`src/rtl/mcs_pkg.sv`:
```
package mcs_pkg;
  typedef enum logic {
    ST_IDLE = 1'b0,
    ST_RUN  = 1'b1
  } seq_state_e;
endpackage

```
`src/rtl/mcs_cfg_regs.sv`:
```
module mcs_cfg_regs #(
  parameter int NUM_IF = 4,
  parameter int CHAN_W = 4,
  parameter int IDX_W  = 2,
  localparam int ORD_W = NUM_IF * IDX_W
) (
  input  logic              clk_i,
  input  logic              rst_ni,
  input  logic              wr_i,
  input  logic [CHAN_W-1:0] chan_i,
  input  logic [ORD_W-1:0]  order_i,
  output logic [CHAN_W-1:0] chan_q_o,
  output logic [ORD_W-1:0]  order_q_o,
  output logic              cnt_err_o
);
  localparam logic [CHAN_W:0] MAX_CHAN = (CHAN_W+1)'(2 * NUM_IF);

  logic [ORD_W-1:0] order_rst;
  logic             chan_ok;

  for (genvar k = 0; k < NUM_IF; k++) begin : g_rst_ord
    assign order_rst[k*IDX_W +: IDX_W] = IDX_W'(k);
  end

  assign chan_ok = !chan_i[0] && ({1'b0, chan_i} <= MAX_CHAN);

  always_ff @(posedge clk_i or negedge rst_ni) begin
    if (!rst_ni) begin
      chan_q_o  <= '0;
      order_q_o <= order_rst;
      cnt_err_o <= 1'b0;
    end else if (wr_i) begin
      order_q_o <= order_i;
      cnt_err_o <= !chan_ok;
      if (chan_ok) chan_q_o <= chan_i;
    end
  end
endmodule

```
`src/rtl/mcs_order_map.sv`:
```
module mcs_order_map #(
  parameter int NUM_IF = 4,
  parameter int IDX_W  = 2,
  localparam int ORD_W = NUM_IF * IDX_W
) (
  input  logic [ORD_W-1:0] order_i,
  output logic [ORD_W-1:0] eff_order_o,
  output logic             bad_o
);
  logic [NUM_IF-1:0] range_bad;

  for (genvar k = 0; k < NUM_IF; k++) begin : g_rng
    assign range_bad[k] = {1'b0, order_i[k*IDX_W +: IDX_W]} >= (IDX_W+1)'(NUM_IF);
  end

  always_comb begin
    bad_o = |range_bad;
    for (int i = 0; i < NUM_IF; i++) begin
      for (int j = i + 1; j < NUM_IF; j++) begin
        if (order_i[i*IDX_W +: IDX_W] == order_i[j*IDX_W +: IDX_W]) bad_o = 1'b1;
      end
    end
  end

  // invalid table falls back to identity order
  for (genvar k = 0; k < NUM_IF; k++) begin : g_eff
    assign eff_order_o[k*IDX_W +: IDX_W] = bad_o ? IDX_W'(k) : order_i[k*IDX_W +: IDX_W];
  end
endmodule

```
`src/rtl/mcs_ramp.sv`:
```
module mcs_ramp
  import mcs_pkg::*;
#(
  parameter int NUM_IF = 4,
  parameter int CHAN_W = 4,
  parameter int IDX_W  = 2,
  localparam int ORD_W = NUM_IF * IDX_W
) (
  input  logic              clk_i,
  input  logic              rst_ni,
  input  logic              start_i,
  input  logic              stop_i,
  input  logic [CHAN_W-1:0] pairs_i,
  input  logic [ORD_W-1:0]  eff_order_i,
  output logic [NUM_IF-1:0] en_o,
  output logic              busy_o
);
  seq_state_e        st_q;
  logic [CHAN_W-1:0] step_q;
  logic [IDX_W-1:0]  sel;
  logic [NUM_IF-1:0] sel_dec;

  always_comb begin
    sel = '0;
    for (int k = 0; k < NUM_IF; k++) begin
      if (step_q == CHAN_W'(k)) sel = eff_order_i[k*IDX_W +: IDX_W];
    end
  end

  assign sel_dec = NUM_IF'(1) << sel;
  assign busy_o  = (st_q == ST_RUN);

  always_ff @(posedge clk_i or negedge rst_ni) begin
    if (!rst_ni) begin
      st_q   <= ST_IDLE;
      step_q <= '0;
      en_o   <= '0;
    end else begin
      unique case (st_q)
        ST_IDLE: begin
          if (start_i && !stop_i) begin
            st_q   <= ST_RUN;
            step_q <= '0;
          end
        end
        ST_RUN: begin
          if (stop_i) begin
            st_q <= ST_IDLE;
            en_o <= '0;
          end else if (step_q < pairs_i) begin
            en_o   <= en_o | sel_dec;
            step_q <= step_q + 1'b1;
          end
        end
        default: st_q <= ST_IDLE;
      endcase
    end
  end
endmodule

```
`src/rtl/mic_clk_seq.sv`:
```
module mic_clk_seq #(
  parameter int NUM_IF = 4,
  localparam int IDX_W  = $clog2(NUM_IF),
  localparam int CHAN_W = $clog2(2 * NUM_IF + 1),
  localparam int ORD_W  = NUM_IF * IDX_W
) (
  input  logic              clk_i,
  input  logic              rst_ni,
  input  logic              cfg_wr_i,
  input  logic [CHAN_W-1:0] cfg_chan_i,
  input  logic [ORD_W-1:0]  cfg_order_i,
  input  logic              start_i,
  input  logic              stop_i,
  output logic [NUM_IF-1:0] clk_en_o,
  output logic              busy_o,
  output logic              cnt_err_o,
  output logic              order_bad_o
);
  logic [CHAN_W-1:0] chan_q;
  logic [ORD_W-1:0]  order_q;
  logic [ORD_W-1:0]  eff_order;

  mcs_cfg_regs #(.NUM_IF(NUM_IF), .CHAN_W(CHAN_W), .IDX_W(IDX_W)) i_cfg (
    .clk_i     (clk_i),
    .rst_ni    (rst_ni),
    .wr_i      (cfg_wr_i && !busy_o),
    .chan_i    (cfg_chan_i),
    .order_i   (cfg_order_i),
    .chan_q_o  (chan_q),
    .order_q_o (order_q),
    .cnt_err_o (cnt_err_o)
  );

  mcs_order_map #(.NUM_IF(NUM_IF), .IDX_W(IDX_W)) i_map (
    .order_i     (order_q),
    .eff_order_o (eff_order),
    .bad_o       (order_bad_o)
  );

  mcs_ramp #(.NUM_IF(NUM_IF), .CHAN_W(CHAN_W), .IDX_W(IDX_W)) i_ramp (
    .clk_i       (clk_i),
    .rst_ni      (rst_ni),
    .start_i     (start_i),
    .stop_i      (stop_i),
    .pairs_i     (chan_q >> 1),
    .eff_order_i (eff_order),
    .en_o        (clk_en_o),
    .busy_o      (busy_o)
  );
endmodule

```
`config.mk`:
```
export PLATFORM = sky130hd
export DESIGN_NAME = mic_clk_seq
export DESIGN_NICKNAME = d
export VERILOG_FILES = /design/src/rtl/mcs_pkg.sv /design/src/rtl/mcs_cfg_regs.sv /design/src/rtl/mcs_order_map.sv /design/src/rtl/mcs_ramp.sv /design/src/rtl/mic_clk_seq.sv
export SDC_FILE = /design/constraint.sdc
export NUM_CORES = 1
export LEC_CHECK = 0
export CORE_MARGIN = 2
export CORE_UTILIZATION = 50
export DETAILED_ROUTE_END_ITERATION = 8
export DONT_BUFFER_PORTS = 1
export GPL_ROUTABILITY_DRIVEN = 0
export GPL_TIMING_DRIVEN = 0
export PLACE_DENSITY = 0.66
export SLEW_MARGIN = 20
export SYNTH_ARGS = -nofsm -noshare
export SYNTH_HDL_FRONTEND = slang
export SYNTH_SLANG_ARGS = --single-unit
export TNS_END_PERCENT = 100
```
`constraint.sdc`:
```
create_clock -name clk_i -period 2.35 [get_ports clk_i]
set_clock_uncertainty 0.15 [all_clocks]
set_input_delay 0.1175 -clock clk_i [delete_from_list [all_inputs] [get_ports clk_i]]
set_output_delay 0.1175 -clock clk_i [all_outputs]
set_load 0.03 [all_outputs]
```
==> impl_metrics.json, run 1 <==
{
  "synth_compound_area_share_pct": 15.6,
  "netlist_area_um2": 1280,
  "sw_frac_of_total_pct": 43.0,
  "power.internal_w": 0.000794,
  "dieArea_um2": 2990,
  "synthMuxAreaShare_pct": 0,
  "grt_max_degree": 22,
  "synth_top_family_by_area": "simple AND/OR/NAND/NOR gates",
  "wl_per_cell_um": 13.6,
  "postRouteAntennaNets": 0,
  "avgViaCountPerCell": 5.37,
  "p_sw_w": 0.000598,
  "cp_data_required_time_ns": 2.42,
  "antenna_found_initial": 0,
  "holdCritStartpoint": "cfg_wr_i",
  "synthSimpleGateAreaFrac_pct": 23.6,
  "clock_path_buffers": 2,
  "drc_errors": 0,
  "syn_nets": 170,
  "max_stage_delay_ns": 0.61,
  "ys_seq_elements": 21,
  "tightest_slew_ns": 0.546,
  "grt_pass1_wl_um": 4730,
  "crit_chain": "xor2_1, o22ai_1, nor3_4, inv_2, or4b_1, o211ai_1",
  "finalHoldViolCount": 0,
  "avgSynthCellArea_um2": 8.73,
  "syn2layout_area_growth_pct": 24.1,
  "max-vdd-ir-drop_uv": 651,
  "htree_levels": 1,
  "clk_pin_slew_ns": 0.12,
  "slew_headroom_pct": 63.4,
  "first_pass_iters": 4,
  "period_share_pct": 93.6,
  "drt_wl_total_um": 2800,
  "layout-drive-gt1-share_pct": 10.8,
  "root_buffer": "clkbuf_4",
  "crit_path_end_kind": "register",
  "fp.dieW_um": 54.7,
  "leakage_nw": 0.741,
  "track_usage_pct": 22.2,
  "crit_slowest_cell": "dfstp_2",
  "finish.utilization_pct": 64.9,
  "grt.overflow.total": 0,
  "final_nets": 200,
  "ys_seq_area_share_pct": 41.3,
  "drv_slew": 0,
  "synthArstFlopShare_pct": 100,
  "max_freq_mhz": 455,
  "hold_class": "in -> reg",
  "cp_max_fo": 5,
  "dp_hpwl_um": 1930,
  "power.density_nw_per_um2": 874,
  "cts_made_buffers": 3,
  "pwr-share-comb_pct": 42.3,
  "setup_viol": 0,
  "synth.distinct_cells": 33,
  "cts_sinks": 21,
  "crit_start": "i_cfg.order_q_o[2]",
  "initial_utilization_pct": 52.3,
  "die_h_um": 54.7,
  "clkPwrFrac_pct": 12.3,
  "worstRegToRegCells": 6,
  "layout_common_cells": "nand2_1, dlygate4sd3_1, dfrtp_1, inv_1, xor2_1",
  "seqPwrFrac_pct": 45.4,
  "startpoint_type": "register",
  "rsz0062_at_grt": "no",
  "cts_tree": "yes",
  "final_common_cell": "nand2_1",
  "ios": 24,
  "synthCells": 147,
  "critical_path_class": "reg -> reg",
  "core_um2": 2450,
  "synthAdderAreaFrac_pct": 5.85,
  "rrSetupSlack_ns": 0.15,
  "ys.flop_type": "dfrtp_1",
  "antenna_cells": 0,
  "synth_edf_count": 0,
  "clkLatencyLatePin_ns": 0.29,
  "fin_tns_setup_ns": 0,
  "crit_end": "i_ramp.en_o[3]",
  "vias": 1107,
  "num-fill-cells": 216,
  "synthXorXnorAreaFrac_pct": 8.19,
  "arrival_ns": 2.27,
  "io_buffers": 0,
  "period_needed_ns": 2.20,
  "synth_top_cell_area_share_pct": 33.1,
  "ys_warn_count": 0,
  "grt_pass1_vias": 1093,
  "synth_area_leader_cell": "dfrtp_1",
  "rows": 18,
  "reg2reg_from": "i_cfg.order_q_o[2]",
  "outcome": "finished clean",
  "dr.first_iter.drc_count": 15,
  "max-cap-violations": 0,
  "r2r-end": "i_ramp.en_o[3]",
  "synth_area_leaders": "dfrtp_1, dfstp_2, xor2_1, nand2_1, ha_1"
}
-- synth_stat cells, types with 2 or more instances --
library cell / count
clkbuf_2: 2
nand3_1: 2
nand2b_1: 4
nor4b_1: 2
a21oi_1: 8
clkbuf_1: 2
nor2_1: 11
nor3_1: 4
dfstp_2: 4
nand3b_1: 3
inv_1: 13
xor2_1: 12
ha_1: 6
dfrtp_1: 17
nand2_1: 27
o211ai_1: 6
o21ai_0: 4
o22ai_1: 3
a221o_1: 2
a31oi_1: 2
-- layer usage --
layer	vias up	GRT usage, %	routed length [um]
met3	4	3.55	58
met5	-	0	0
met1	528	27.1	1250
li1	562	-	-
met2	13	37.9	1470
met4	0	10.0	30
-- sequential cells by signal, indices dropped and copies added, names as in the netlist --
name and cells:
i_cfg.chan_q_o 3, i_cfg.cnt_err_o 1, i_cfg.order_q_o 8, i_ramp.busy_o 1, i_ramp.en_o 4, i_ramp.step_q 4
-- worst min-delay path by stage --
stage,cells after the start,endpoint
after floorplan,0,i_cfg.chan_q_o[1]
after global placement,0,i_cfg.order_q_o[0]
after detailed placement,0,i_cfg.order_q_o[3]
after CTS,4,i_cfg.order_q_o[6]
after global routing,4,i_cfg.order_q_o[2]
final,4,i_cfg.order_q_o[7]
-- kinds of logic (layout without fill, tap and decap cells) --
family	after synthesis	after routing
buf+inv	18	47
fa+ha+maj	6	6
simple gates	60	60
xor+xnor	12	12
flops	21	21
compound gates	30	30
-- metrics by stage --
step	hold slack (ns)	setup WS, ns	power (W)	instances	area (um2)
after floorplan	-0.328	0.294	0.00104	147	1280
final	0.0498	0.151	0.00139	206	1590
after global placement	-0.328	0.143	0.00113	177	1320
after CTS	0.0261	0.0289	0.00138	202	1560
after detailed placement	-0.328	0.0528	0.00116	177	1320
after global routing	0.118	0.0307	0.00151	206	1590
-- worst max-delay path: cells and delay by family (launching register included) --
kind                   cells  cell delay, ns
AND/OR/NAND/NOR            2            0.83
flip-flops                 1            0.61
XOR/XNOR                   1            0.17
AO/OA/AOI/OAI              2            0.22
buffers and inverters      1            0.16
-- what timing repair did --
item,CTS,global route
endpoints found under the hold margin,42,21
gates resized for setup,0,4
setup endpoints to repair,0,4
hold buffers,21,1
buffers inserted,0,3
-- power groups by stage --
stage / clock network (W) / registers (W) / logic (W)
floorplan: 0 / 0.000604 / 0.000435
detailed placement: 0 / 0.000638 / 0.000523
global placement: 0 / 0.000631 / 0.000497
finish: 0.000172 / 0.000631 / 0.000589
CTS: 0.000181 / 0.000631 / 0.000573
global route: 0.000189 / 0.000651 / 0.000674
-- final cells by class --
type / count / area (um2) / area share (%)
sequential: 21 / 533 / 33.5
timing repair buffer: 25 / 238 / 14.9
buffer: 4 / 17.5 / 1.10
multi-input combinational: 108 / 688 / 43.2
inverter: 14 / 52.6 / 3.30
tap: 30 / 37.5 / 2.36
clock buffer: 4 / 26.3 / 1.65
No activity file was read; power rests on OpenSTA's default activity.
==> inputs of run 2 (changes only) <==
- CTS_BUF_LIST: not set -> sky130_fd_sc_hd__clkbuf_16
==> run 2 against run 1 <==
Net effect:
- setup slack got worse by 0.017 ns
- combinational power down 2%
- highest routed layer unchanged
- critical path depth shrank 1
- clock power is 110% higher
- global-route usage grew 0.54 points
- via count is essentially flat
- non-clock buffer count shrank 4
- register-to-register slack got worse by 0.02 ns
- fmax shrank 0.78%
- final cell count is 1.9% lower
- total power increased by 12%
- sequential share of layout area decreased by 0.52 points
==> impl_metrics.json, run 2 (synthesis gave the netlist of run 1 again) <==
{
  "cts_made_buffers": 3,
  "crit_path_end_kind": "register",
  "grt.overflow.total": 0,
  "startpoint_type": "register",
  "max_freq_mhz": 451,
  "htree_levels": 1,
  "regMostFlops": "i_cfg.order_q_o",
  "total_power_w": 0.00156,
  "final_common_cell": "nand2_1",
  "seqCellArea_um2": 533,
  "setup_viol": 0,
  "wl_per_cell_um": 13.6,
  "antenna_found_initial": 0,
  "outcome": "finished clean",
  "crit_slowest_cell": "o211ai_1",
  "finalHoldViolCount": 0,
  "avgViaCountPerCell": 5.49,
  "place_area_um2": 1320,
  "clk_pin_slew_ns": 0.05,
  "grt_use_met2_pct": 37.9,
  "root_buffer": "clkbuf_16",
  "arrival_ns": 2.21,
  "cp_data_required_time_ns": 2.34,
  "critical-path-top-delay-family": "compound AO/OA/AOI/OAI gates",
  "power.density_nw_per_um2": 966,
  "cp_max_fo": 10,
  "rows": 18,
  "ios": 24,
  "fin_tns_setup_ns": 0,
  "final_area_um2": 1620,
  "critical_path_class": "reg -> reg",
  "num-fill-cells": 197,
  "largestRegisters": "i_cfg.order_q_o: 8 flops, i_ramp.en_o: 4 flops, i_ramp.step_q: 4 flops",
  "drt_wl_total_um": 2750,
  "die_h_um": 54.7,
  "rsz0062_at_grt": "no",
  "first_pass_iters": 5,
  "crit_chain": "ha_1, a21oi_1, o211ai_1, and4bb_2, a211o_1",
  "hold_class": "in -> reg",
  "layout-drive-gt1-share_pct": 8.72,
  "initial_utilization_pct": 52.3,
  "finalHoldWorstSlack_ns": 0.0128,
  "grt_pass1_wl_um": 4740,
  "grt_pass1_vias": 1089,
  "grt_use_met1_pct": 27.2,
  "max_stage_delay_ns": 0.59,
  "tightest_slew_ns": 0.924,
  "dr.first_iter.drc_count": 17,
  "max-vdd-ir-drop_uv": 571,
  "leakage_nw": 0.751,
  "core_um2": 2450,
  "layout_common_cells": "nand2_1, dlygate4sd3_1, dfrtp_1, inv_1, xor2_1",
  "grt_busiest_layer": "met2",
  "clock_path_buffers": 2,
  "clkLatencyLatePin_ns": 0.25,
  "multi_input_area_um2": 688,
  "syn2layout_area_growth_pct": 26.0,
  "met3_usage_pct": 4.37,
  "cts_tree": "yes",
  "drv_slew": 0,
  "period_needed_ns": 2.22,
  "final_nets": 196,
  "max-cap-violations": 0,
  "grt_max_degree": 22,
  "slew_headroom_pct": 38.2,
  "dieArea_um2": 2990,
  "crit_buf_inv": 0,
  "cts_setup_buffers": 0,
  "drc_errors": 0,
  "dp_hpwl_um": 1930,
  "io_buffers": 0,
  "fp.dieW_um": 54.7,
  "largest_reg_flops": 8,
  "antenna_cells": 0,
  "postRouteAntennaNets": 0,
  "period_share_pct": 94.3,
  "cts_sinks": 21,
  "track_usage_pct": 22.7,
  "vias": 1108
}
==> run 2: cell count changes in the layout (fill, tap and decap cells not counted), sizes merged <==
| cell | change |
|---|---|
| buf | -4 |
| inv | +1 |
| clkbuf | -1 |
==> run 2: layout make-up <==
class                           count  area share (%)
Timing Repair Buffer               21            13.0
Sequential cell                    21            32.9
Buffer                              4            1.08
Clock buffer                        3            4.64
Tap cell                           30            2.32
Multi-Input combinational cell    108            42.5
Inverter                           14            3.25
Clock inverter                      1           0.232
==> run 2: per-stage QoR <==
step                util [%]  instances  setup WS, ns
floorplan                  -        147         0.294
global placement        53.8        177         0.143
detailed placement      53.8        177        0.0528
CTS                     65.6        202        0.0414
global route            65.9        202       0.00106
finish                  65.9        202         0.133
==> run 2: timing repair <==
| action | CTS | global route |
|---|---|---|
| gates resized for setup | 0 | 4 |
| setup endpoints to repair | 0 | 4 |
| hold buffers | 21 | 0 |
| endpoints found under the hold margin | 38 | 0 |
==> run 2: routing by layer <==
layer / share of wire [%] / vias up
met2: 52 / 17
met5: 0 / -
met1: 43 / 531
met3: 2.9 / 5
met4: 1.9 / 0
li1: - / 555
==> run 2: final timing paths <==
| kind | from | to | slack (ns) | depth (start not counted) |
|---|---|---|---|---|
| worst max-delay path | i_ramp.step_q[1] | i_ramp.en_o[1] | 0.13 | 5 |
| worst min-delay path | stop_i | i_ramp.en_o[1] | 0.01 | 2 |
| worst max register to register | i_ramp.step_q[1] | i_ramp.en_o[1] | 0.13 | 5 |
| worst min register to register | i_cfg.order_q_o[6] | i_cfg.order_q_o[6] | 0.36 | 2 |
| max in group asynchronous | rst_ni | i_ramp.busy_o | 1.13 | 1 |
| min in group asynchronous | rst_ni | i_ramp.en_o[2] | 0.30 | 1 |
==> run 2: where the power goes <==
group / total, W / switching (W) / internal [W]
Sequential: 0.000632 / 0.000174 / 0.000459
Clock: 0.000354 / 0.000127 / 0.000227
Combinational: 0.000576 / 0.000316 / 0.000260
